===== config.mk =====
export PLATFORM = sky130hd
export DESIGN_NAME = ppc_mode_ctrl
export DESIGN_NICKNAME = d
export VERILOG_FILES = /design/src/rtl/ppc_mode_pkg.sv /design/src/rtl/ppc_span_reg.sv /design/src/rtl/ppc_mode_fsm.sv /design/src/rtl/ppc_req_gen.sv /design/src/rtl/ppc_mode_ctrl.sv
export SDC_FILE = /design/constraint.sdc
export NUM_CORES = 1
export LEC_CHECK = 0
export BUFFER_PORTS_ARGS = -buffer_cell sky130_fd_sc_hd__buf_4
export CELL_PAD_IN_SITES_DETAIL_PLACEMENT = 1
export CELL_PAD_IN_SITES_GLOBAL_PLACEMENT = 2
export CORE_MARGIN = 4
export CORE_UTILIZATION = 30
export CTS_BUF_LIST = sky130_fd_sc_hd__clkbuf_4 sky130_fd_sc_hd__clkbuf_8
export DETAILED_ROUTE_END_ITERATION = 7
export GPL_ROUTABILITY_DRIVEN = 0
export GPL_TIMING_DRIVEN = 0
export PLACE_DENSITY_LB_ADDON = 0.08
export SLEW_MARGIN = 20
export SYNTH_ARGS = -nofsm -noshare
export SYNTH_HDL_FRONTEND = slang
export SYNTH_SLANG_ARGS = --single-unit

===== constraint.sdc =====
create_clock -name clk -period 3.2 [get_ports clk]
set_clock_uncertainty 0.1 [all_clocks]
set_input_delay 0.64 -clock clk [delete_from_list [all_inputs] [get_ports clk]]
set_output_delay 0.64 -clock clk [all_outputs]
set_load 0.01 [all_outputs]

===== src/rtl/ppc_mode_pkg.sv =====
package ppc_mode_pkg;

  typedef enum logic [1:0] {
    MODE_ADAPT = 2'd1,
    MODE_FULL  = 2'd2,
    MODE_HIGH  = 2'd3
  } mode_e;

  // no fault at all in the packet
  function automatic logic is_clean(input logic [31:0] flits, input logic [31:0] bits);
    return (flits == 32'd0) && (bits == 32'd0);
  endfunction

  // more than one fault in either dimension
  function automatic logic is_heavy(input logic [31:0] flits, input logic [31:0] bits);
    return (flits >= 32'd2) || (bits >= 32'd2);
  endfunction

  function automatic logic [31:0] span_grow(input logic [31:0] m, input logic [31:0] hi);
    return (m >= hi) ? hi : (m << 1);
  endfunction

  function automatic logic [31:0] span_shrink(input logic [31:0] m, input logic [31:0] lo);
    return (m <= lo) ? lo : (m >> 1);
  endfunction

endpackage


===== src/rtl/ppc_span_reg.sv =====
module ppc_span_reg #(
  parameter int unsigned M_MIN  = 1,
  parameter int unsigned M_MAX  = 64,
  parameter int unsigned K      = 4,
  parameter int unsigned SPAN_W = 7
) (
  input  logic              clk,
  input  logic              rst_n,
  input  logic              upd_en,
  input  logic              clean,
  output logic [SPAN_W-1:0] span_q,
  output logic [SPAN_W-1:0] span_nxt
);
  import ppc_mode_pkg::*;

  logic [31:0] grown;
  logic [31:0] shrunk;

  assign grown    = span_grow(32'(span_q), 32'(M_MAX));
  assign shrunk   = span_shrink(32'(span_q), 32'(M_MIN));
  assign span_nxt = !upd_en ? span_q : (clean ? SPAN_W'(grown) : SPAN_W'(shrunk));

  always_ff @(posedge clk or negedge rst_n) begin
    if (!rst_n) span_q <= SPAN_W'(K);
    else        span_q <= span_nxt;
  end

  // span stays a power of two inside its bounds
  a_r2_span_legal: assert property (@(posedge clk) disable iff (!rst_n)
    $onehot(span_q) && (32'(span_q) >= M_MIN) && (32'(span_q) <= M_MAX));

  // no update request, no span change
  a_r11_span_hold: assert property (@(posedge clk) disable iff (!rst_n)
    !upd_en |=> $stable(span_q));

endmodule


===== src/rtl/ppc_mode_fsm.sv =====
module ppc_mode_fsm (
  input  logic clk,
  input  logic rst_n,
  input  logic valid,
  input  logic clean,
  input  logic heavy,
  input  logic span_hits_k,
  output ppc_mode_pkg::mode_e mode_q,
  output logic alert_q
);
  import ppc_mode_pkg::*;

  mode_e mode_nxt;
  logic  alert_nxt;
  logic  hi_bad_evt;

  assign hi_bad_evt = valid && (mode_q == MODE_HIGH) && heavy;

  always_comb begin
    mode_nxt = mode_q;
    if (valid) begin
      unique case (mode_q)
        MODE_ADAPT: if (span_hits_k) mode_nxt = MODE_FULL;
        MODE_FULL: begin
          if (clean)      mode_nxt = MODE_ADAPT;
          else if (heavy) mode_nxt = MODE_HIGH;
        end
        MODE_HIGH: if (!heavy) mode_nxt = MODE_FULL;
        default:   mode_nxt = MODE_FULL;
      endcase
    end
  end

  assign alert_nxt = (mode_nxt == MODE_HIGH) && (alert_q || hi_bad_evt);

  always_ff @(posedge clk or negedge rst_n) begin
    if (!rst_n) begin
      mode_q  <= MODE_FULL;
      alert_q <= 1'b0;
    end else begin
      mode_q  <= mode_nxt;
      alert_q <= alert_nxt;
    end
  end

  // only the three legal codes
  a_r2_mode_legal: assert property (@(posedge clk) disable iff (!rst_n)
    mode_q != 2'd0);

  // alert only while in high-error mode
  a_r9_alert_in_high: assert property (@(posedge clk) disable iff (!rst_n)
    alert_q |-> (mode_q == MODE_HIGH));

  // a heavy result in high-error mode raises the alert
  a_r9_alert_raise: assert property (@(posedge clk) disable iff (!rst_n)
    hi_bad_evt |=> alert_q && (mode_q == MODE_HIGH));

  // no result, no mode change
  a_r11_mode_hold: assert property (@(posedge clk) disable iff (!rst_n)
    !valid |=> $stable(mode_q) && $stable(alert_q));

endmodule


===== src/rtl/ppc_req_gen.sv =====
module ppc_req_gen (
  input  logic clk,
  input  logic rst_n,
  input  logic fail_stb,
  input  logic adaptive,
  output logic req_q
);
  logic req_evt;

  assign req_evt = fail_stb && adaptive;

  always_ff @(posedge clk or negedge rst_n) begin
    if (!rst_n) req_q <= 1'b0;
    else        req_q <= req_evt;
  end

  // a request always follows a strobe taken in the adaptive mode
  a_r10_req_follows: assert property (@(posedge clk) disable iff (!rst_n)
    req_evt |=> req_q);

  // the request lasts one cycle unless retriggered
  a_r10_req_pulse: assert property (@(posedge clk) disable iff (!rst_n)
    (req_q && !req_evt) |=> !req_q);

endmodule


===== src/rtl/ppc_mode_ctrl.sv =====
module ppc_mode_ctrl #(
  parameter int unsigned CNT_W  = 8,
  parameter int unsigned M_MIN  = 1,
  parameter int unsigned M_MAX  = 64,
  parameter int unsigned K      = 4,
  parameter int unsigned SPAN_W = $clog2(M_MAX) + 1
) (
  input  logic              clk,
  input  logic              rst_n,
  input  logic              res_vld,
  input  logic [CNT_W-1:0]  bad_flits,
  input  logic [CNT_W-1:0]  bad_bits,
  input  logic              flit_unfixed,
  output logic [1:0]        mode_o,
  output logic [SPAN_W-1:0] span_o,
  output logic              par_req_o,
  output logic              high_err_o
);
  import ppc_mode_pkg::*;

  mode_e             mode_q;
  logic              res_clean;
  logic              res_heavy;
  logic              in_adapt;
  logic              span_upd;
  logic              span_hits_k;
  logic [SPAN_W-1:0] span_q;
  logic [SPAN_W-1:0] span_nxt;

  assign res_clean   = is_clean(32'(bad_flits), 32'(bad_bits));
  assign res_heavy   = is_heavy(32'(bad_flits), 32'(bad_bits));
  assign in_adapt    = (mode_q == MODE_ADAPT);
  assign span_upd    = res_vld && in_adapt;
  assign span_hits_k = (32'(span_nxt) == K);

  ppc_span_reg #(.M_MIN(M_MIN), .M_MAX(M_MAX), .K(K), .SPAN_W(SPAN_W)) u_span (
    .clk(clk), .rst_n(rst_n), .upd_en(span_upd), .clean(res_clean),
    .span_q(span_q), .span_nxt(span_nxt)
  );

  ppc_mode_fsm u_fsm (
    .clk(clk), .rst_n(rst_n), .valid(res_vld), .clean(res_clean),
    .heavy(res_heavy), .span_hits_k(span_hits_k),
    .mode_q(mode_q), .alert_q(high_err_o)
  );

  ppc_req_gen u_req (
    .clk(clk), .rst_n(rst_n), .fail_stb(flit_unfixed),
    .adaptive(in_adapt), .req_q(par_req_o)
  );

  assign mode_o = mode_q;
  assign span_o = span_q;

  // reaching K in the adaptive mode falls back to full coding
  a_r5_back_to_full: assert property (@(posedge clk) disable iff (!rst_n)
    (span_upd && span_hits_k) |=> (mode_q == MODE_FULL));

  // the span is frozen outside the adaptive mode
  a_r7_span_frozen: assert property (@(posedge clk) disable iff (!rst_n)
    !in_adapt |=> $stable(span_q));

  // clean result in full coding enters adaptive with span kept
  a_r6_full_to_adapt: assert property (@(posedge clk) disable iff (!rst_n)
    (res_vld && res_clean && mode_q == MODE_FULL) |=> (mode_q == MODE_ADAPT) && $stable(span_q));

  // a request only follows a cycle spent in the adaptive mode
  a_r10_req_source: assert property (@(posedge clk) disable iff (!rst_n)
    par_req_o |-> $past(mode_q) == MODE_ADAPT);

endmodule


=== After elaboration in Yosys (flattened, before gate mapping) ===
Index checks and enable logic that the tools add are counted.

* Register bits: 11
* Bits in latches: 0
* Bits in writable memories: 0
* ROM bits: 0
* Logic and storage cells: 33
* Memories kept: 0

* Add/sub/neg operators: 0
* Multipliers: 0
* Divide/modulo/power cells: 0
* Magnitude comparators: 4
* Eq/ne operators: 5
* Shift-type cells: 0
* Mux-type cells: 10
* Bitwise logic cells: 0
* Reduce and logical (&&, ||, !) cells: 10

{| class="wikitable"
|+ Operators with widths
! operator !! number
|-
| 7-bit two-way mux || 3
|-
| 8-bit by 2-bit greater-or-equal comparator with 1-bit output (second input constant) || 2
|-
| 8-bit zero test || 2
|-
| 2-bit two-way mux || 5
|-
| 7-bit by 3-bit == test with 1-bit output (second input constant) || 1
|-
| 7-bit greater-or-equal comparator (second input constant) || 1
|-
| 7-bit by 1-bit less-or-equal comparator with 1-bit output (second input constant) || 1
|-
| 2-bit == test (second input constant) || 3
|-
| 1-bit logical AND || 6
|-
| 6-bit two-way mux || 1
|-
| 2-bit one-hot mux with 3 select lines || 1
|-
| 2-bit by 1-bit == test with 1-bit output (second input constant) || 1
|-
| 1-bit logical OR || 2
|}

=== Logic depth before layout (Yosys ltp) ===
* Depth in word-level cells: 10
* Mapped depth: 7

=== By module ===
From an unflattened synthesis, not the netlist that was laid out.

* Cells, all modules: 64
* Area, all modules: 594.3 um^2

{| class="wikitable"
|+ By module, submodules not included
! module !! instances !! cells each !! area each (um^2) !! sequential area each (um^2)
|-
| ppc_span_reg || 1 || 37 || 334.1 || 176.4
|-
| ppc_mode_fsm || 1 || 14 || 150.1 || 76.3
|-
| ppc_mode_ctrl || 1 || 11 || 78.8 || 0.0
|-
| ppc_req_gen || 1 || 2 || 31.3 || 25.0
|}

=== Worst setup path after synthesis ===
Ideal clock, no wire load.

* Path type: input port to flip-flop
* Start: input bad_flits[7]
* End: register u_fsm.mode_q[0]
* Arrival: 1754 ps
* Data required time: 2974 ps
* Path slack: 1220 ps
* Stages on the path: 6
* Path buffers: 0
* Cells stage by stage: nor4_4 -> nand4_4 -> mux2i_1 -> o21ai_1 -> nand3_1 -> a311o_1

* Longest elaborated chain between the ends: 8
* Elaborated cells between the ends (all ways): 13
* Classes of those cells: order compare (1); eq/ne (1); mux (8); reduce/logical (3)

{| class="wikitable"
|+ RTL lines
! element !! line !! source
|-
| from (decl) || ppc_mode_ctrl.sv:11 || <nowiki>input logic [CNT_W-1:0] bad_flits,</nowiki>
|-
| 8-bit zero test || ppc_mode_pkg.sv:11 || <nowiki>return (flits == 32'd0) && (bits == 32'd0);</nowiki>
|-
| 1-bit logical AND || ppc_mode_pkg.sv:11 ||
|-
| 7-bit two-way mux (2 in a row) || ppc_span_reg.sv:21 || <nowiki>assign span_nxt = !upd_en ? span_q : (clean ? SPAN_W'(grown) : SPAN_W'(shrunk));</nowiki>
|-
| 7-bit by 3-bit == test with 1-bit output || ppc_mode_ctrl.sv:34 || <nowiki>assign span_hits_k = (32'(span_nxt) == K);</nowiki>
|-
| 2-bit two-way mux || ppc_mode_fsm.sv:23 || <nowiki>MODE_ADAPT: if (span_hits_k) mode_nxt = MODE_FULL;</nowiki>
|-
| 2-bit one-hot mux with 3 select lines * || ppc_mode_fsm.sv:22 || <nowiki>unique case (mode_q)</nowiki>
|-
| 2-bit two-way mux * || ppc_mode_fsm.sv:21 || <nowiki>if (valid) begin</nowiki>
|-
| net u_fsm.mode_nxt[0] || ppc_mode_fsm.sv:13 || <nowiki>mode_e mode_nxt;</nowiki>
|-
| to (signal assigned) || ppc_mode_fsm.sv:41 || <nowiki>mode_q <= mode_nxt;</nowiki>
|-
| to (decl) || ppc_mode_fsm.sv:8 || <nowiki>output ppc_mode_pkg::mode_e mode_q,</nowiki>
|}

Mark *: on every way through the listed nets, which the timed path passes. The rest lies on a longest branch.

=== Final worst setup path ===
* Start: input bad_bits[7]
* End: register u_fsm.mode_q[0]

* Longest elaborated chain between the ends: 8
* Elaborated cells between the ends (all ways): 13
* Classes of those cells: order compare (1); eq/ne (1); mux (8); reduce/logical (3)

{| class="wikitable"
|+ RTL lines
! element !! line !! source
|-
| from (decl) || ppc_mode_ctrl.sv:12 || <nowiki>input logic [CNT_W-1:0] bad_bits,</nowiki>
|-
| 8-bit zero test || ppc_mode_pkg.sv:11 ||
|-
| 1-bit logical AND || ppc_mode_pkg.sv:11 ||
|-
| 7-bit two-way mux (2 in a row) || ppc_span_reg.sv:21 ||
|-
| 7-bit by 3-bit == test with 1-bit output || ppc_mode_ctrl.sv:34 ||
|-
| 2-bit two-way mux || ppc_mode_fsm.sv:23 ||
|-
| 2-bit one-hot mux with 3 select lines * || ppc_mode_fsm.sv:22 ||
|-
| 2-bit two-way mux * || ppc_mode_fsm.sv:21 ||
|-
| net u_fsm.mode_nxt[0] || ppc_mode_fsm.sv:13 ||
|}

Marked as above.

==> results.md <==
- For this run, the post-layout net count is 135.
- The area growth from synthesis to layout is 36.3%.
- The total setup buffers inserted after CTS is 0.
- The average routed wire per standard cell is 15.3 µm.
- Summing internal, switching and leakage power gives 0.000628 W.
- After floorplanning, the core was divided into 18 placement rows.
- The most common cell in the netlist is sky130_fd_sc_hd__nor2_1.
- The average instance area after synthesis is 9.70 µm².
- The net count of the mapped netlist is 101.
- The H-tree level count is 1.
- The chip height is 59.2 µm.
- For the worst setup path, the data arrival time is 2.02 ns.
- By count the netlist is led by 10 x sky130_fd_sc_hd__nor2_1, 9 x sky130_fd_sc_hd__a21oi_1, 9 x sky130_fd_sc_hd__dfrtp_1.
- The slew at the pin closest to its max-slew limit is 0.326 ns.
- The first detailed-routing pass ran for 4 iterations.
- The number of gates resized after CTS was 0.
- After the first detailed-routing iteration, the DRC count stood at 15.
- The post-synthesis instance area is 786 µm².
- The worst IR drop on VDD is 303 µV.
- The area taken by flip-flops and latches is 278 µm².
- Of the available clock period, the critical path in the final layout requires 0.610.
- The count of pins on the block boundary is 31.
- Data on the critical path is required at its endpoint by 3.27 ns.
- After clock tree synthesis, the clock-pin slew on the worst setup and hold paths is 0.08 ns.
- Setup violations remaining at the end of the flow were counted as 0.
- The combined area of the multi-input logic cells is 468 µm².
- The die width is 59.2 µm.
- The count of distinct cell types in the synthesized netlist is 29.
- By area the synthesized netlist is led by sky130_fd_sc_hd__dfrtp_1 29%, sky130_fd_sc_hd__nor4_4 11%, sky130_fd_sc_hd__dfstp_2 6.7%.
- In this run the worst path has a maximum fanout of 7.
- The type of element launching the critical path is a primary input.
- For this run, the register share of the synthesized area comes to 0.354.
- The critical path in this run is classified as primary input to flip-flop.
- The wire length of the first global-routing pass is 3660 µm.
- The power per cell area is 586 nW/µm².
- In this run the worst hold path is classified as primary input to async pin.
- The TritonCTS sink count is 11.
- The count of buffers added on input and output ports is 29.
- The repair_antennas step left the layout with diodes totalling 0.
- Once detail routing completed, the nets flagged for antenna violations numbered 0.
- The worst setup path is captured at a flip-flop.
- Entering global routing, the biggest net connects 12 pins.
- The share of synthesized area in the top cell type comes to 0.287.
- The fmax is 0.512 GHz.
- The number of failing hold endpoints at the final stage is 0.
- In this run the deepest clock path goes through 2 buffers.
- The remaining design rule violation count is 0.
- Summed over all failing endpoints, the final setup total negative slack is 0 ns.
- The share of synthesized flip-flops with an asynchronous set or reset is 1.00.
- The number of synthesized flops with an enable pin is 0.
- The total count of max-transition violations in the final report was 0.
- The cell count after synthesis is 81.
- The layout has 306 filler cells.
- For this block, the routed nets add up to 2200 µm of wire.
- The residual overflow from global routing is 0.
- The number of buffers created by CTS is 3.
- The number of hold buffers added after CTS was 0.
- The leakage power is 0.472 nW.
- The via total after detailed routing is 740.
- TritonCTS built the clock tree.
- At the later pin of the worst-skew pair, clock insertion delay measures 0.28 ns.
- The total half-perimeter wirelength after legalization and detailed placement is 1690 µm.
- The relative slew slack is 0.782.
- For this configuration, the core starts out at a cell density of 0.317.
- The max-cap check violation count is 0.
- The final critical-path required period is 1.95 ns.
- The total of flip-flops plus latches after synthesis is 11.
- The number of antenna violations at the first check in global routing is 0.
- The flow ran to the end, and the final reports show no timing, DRC or antenna violations.
- Yosys printed 0 warnings.
- The all-layer global routing usage is 0.140.
- The region available for standard cell placement spans 2480 µm².
- The biggest area contributor in the post-synthesis netlist is sky130_fd_sc_hd__dfrtp_1.
- The clock root buffer is sky130_fd_sc_hd__clkbuf_4.
- For this run, the leading register cell type out of synthesis is sky130_fd_sc_hd__dfrtp_1.
- In the final layout, the share of cells above drive strength 1 is 0.421.
- Setup repair after global routing left no endpoint under its margin.
- The number of global-route vias before repair is 736.
- The die covers 3500 µm².
- The via count normalized by instance count is 5.14.
## path summary, 6_finish.rpt
check                                      startpoint                         end  slack [ns]  cells after the start
min in group clk           u_span.span_q[2]$_DFF_PN1_  u_span.span_q[2]$_DFF_PN1_        0.42                      2
min reg2reg                u_span.span_q[2]$_DFF_PN1_  u_span.span_q[2]$_DFF_PN1_        0.42                      2
min                                             rst_n   u_fsm.mode_q[0]$_DFF_PN0_        0.08                      1
max in group asynchronous                       rst_n   u_fsm.mode_q[1]$_DFF_PN1_        2.68                      1
max                                       bad_bits[7]   u_fsm.mode_q[0]$_DFF_PN0_        1.25                      7
max reg2reg                 u_fsm.mode_q[0]$_DFF_PN0_   u_fsm.mode_q[0]$_DFF_PN0_        1.47                      6
## flip-flops by register name, summed over array words and instances, names as in the netlist
| register | flops |
|---|---|
| u_span.span_q | 7 |
| u_fsm.mode_q | 2 |
| u_fsm.alert_q | 1 |
| u_req.req_q | 1 |
## logic make-up (layout without fill, tap and decap cells)
family | Yosys count | in the layout | synth area share
DFF | 11 | 11 | 0.354
buffers and inverters | 6 | 39 | 0.0510
AOI/OAI and AO/OA | 22 | 22 | 0.162
and+or+nand+nor | 39 | 39 | 0.395
muxes | 3 | 3 | 0.0382
## critical path, stage by stage
cell	delay, ns
sky130_fd_sc_hd__buf_4	0.12
sky130_fd_sc_hd__nor4_4	0.33
sky130_fd_sc_hd__nand4_4	0.22
sky130_fd_sc_hd__mux2i_1	0.17
sky130_fd_sc_hd__o21ai_1	0.15
sky130_fd_sc_hd__nand3_1	0.11
sky130_fd_sc_hd__a311o_1	0.27
## report_power, final
| part | switching, W | internal (W) | total [W] |
|---|---|---|---|
| registers | 0.0000629 | 0.000184 | 0.000246 |
| logic | 0.000123 | 0.000148 | 0.000271 |
| clock network | 0.0000531 | 0.0000568 | 0.000110 |
| total | 0.000239 | 0.000389 | 0.000628 |
## routing by layer
metal	vias up	share of wire	wire length (µm)	global-route usage
li1	363	-	-	-
met1	356	0.44	974	0.183
met2	19	0.49	1080	0.218
met3	2	0.059	129	0.0240
met4	0	0.0068	15	0.0777
met5	-	0	0	0
## cells in the final DEF, fill, tap and decap left out, types with 2 or more instances in the layout
| cell type | n |
|---|---|
| sky130_fd_sc_hd__buf_2 | 2 |
| sky130_fd_sc_hd__mux2i_1 | 3 |
| sky130_fd_sc_hd__nor3b_1 | 4 |
| sky130_fd_sc_hd__dfstp_2 | 2 |
| sky130_fd_sc_hd__nor4b_1 | 2 |
| sky130_fd_sc_hd__nor4_4 | 4 |
| sky130_fd_sc_hd__buf_4 | 29 |
| sky130_fd_sc_hd__o21ai_1 | 7 |
| sky130_fd_sc_hd__a21oi_1 | 9 |
| sky130_fd_sc_hd__inv_1 | 2 |
| sky130_fd_sc_hd__nor2_1 | 10 |
| sky130_fd_sc_hd__nor3b_2 | 2 |
| sky130_fd_sc_hd__buf_6 | 2 |
| sky130_fd_sc_hd__nor3_1 | 3 |
| sky130_fd_sc_hd__dfrtp_1 | 9 |
| sky130_fd_sc_hd__clkbuf_4 | 4 |
| sky130_fd_sc_hd__nand2_1 | 6 |
## metrics by stage
stage,worst slack [ns],instance area [µm²],hold WS (ns),std cells,utilization
2_1_floorplan,1.22,786,0.244,81,-
3_3_place_gp,0.945,1040,0.390,140,0.420
3_5_place_dp,0.923,1040,0.391,140,0.420
4_1_cts,1.24,1070,0.0754,144,0.432
5_1_grt,1.14,1070,0.0904,144,0.432
6_report,1.25,1070,0.0845,144,0.432
## layout make-up
| class | instances | area share |
|---|---|---|
| timing repair buffer | 29 | 0.203 |
| multi-input combinational | 64 | 0.437 |
| tap | 30 | 0.0350 |
| buffer | 4 | 0.0304 |
| sequential | 11 | 0.259 |
| inverter | 2 | 0.00701 |
| clock buffer | 4 | 0.0280 |
Power figures use the tool's default switching activity.
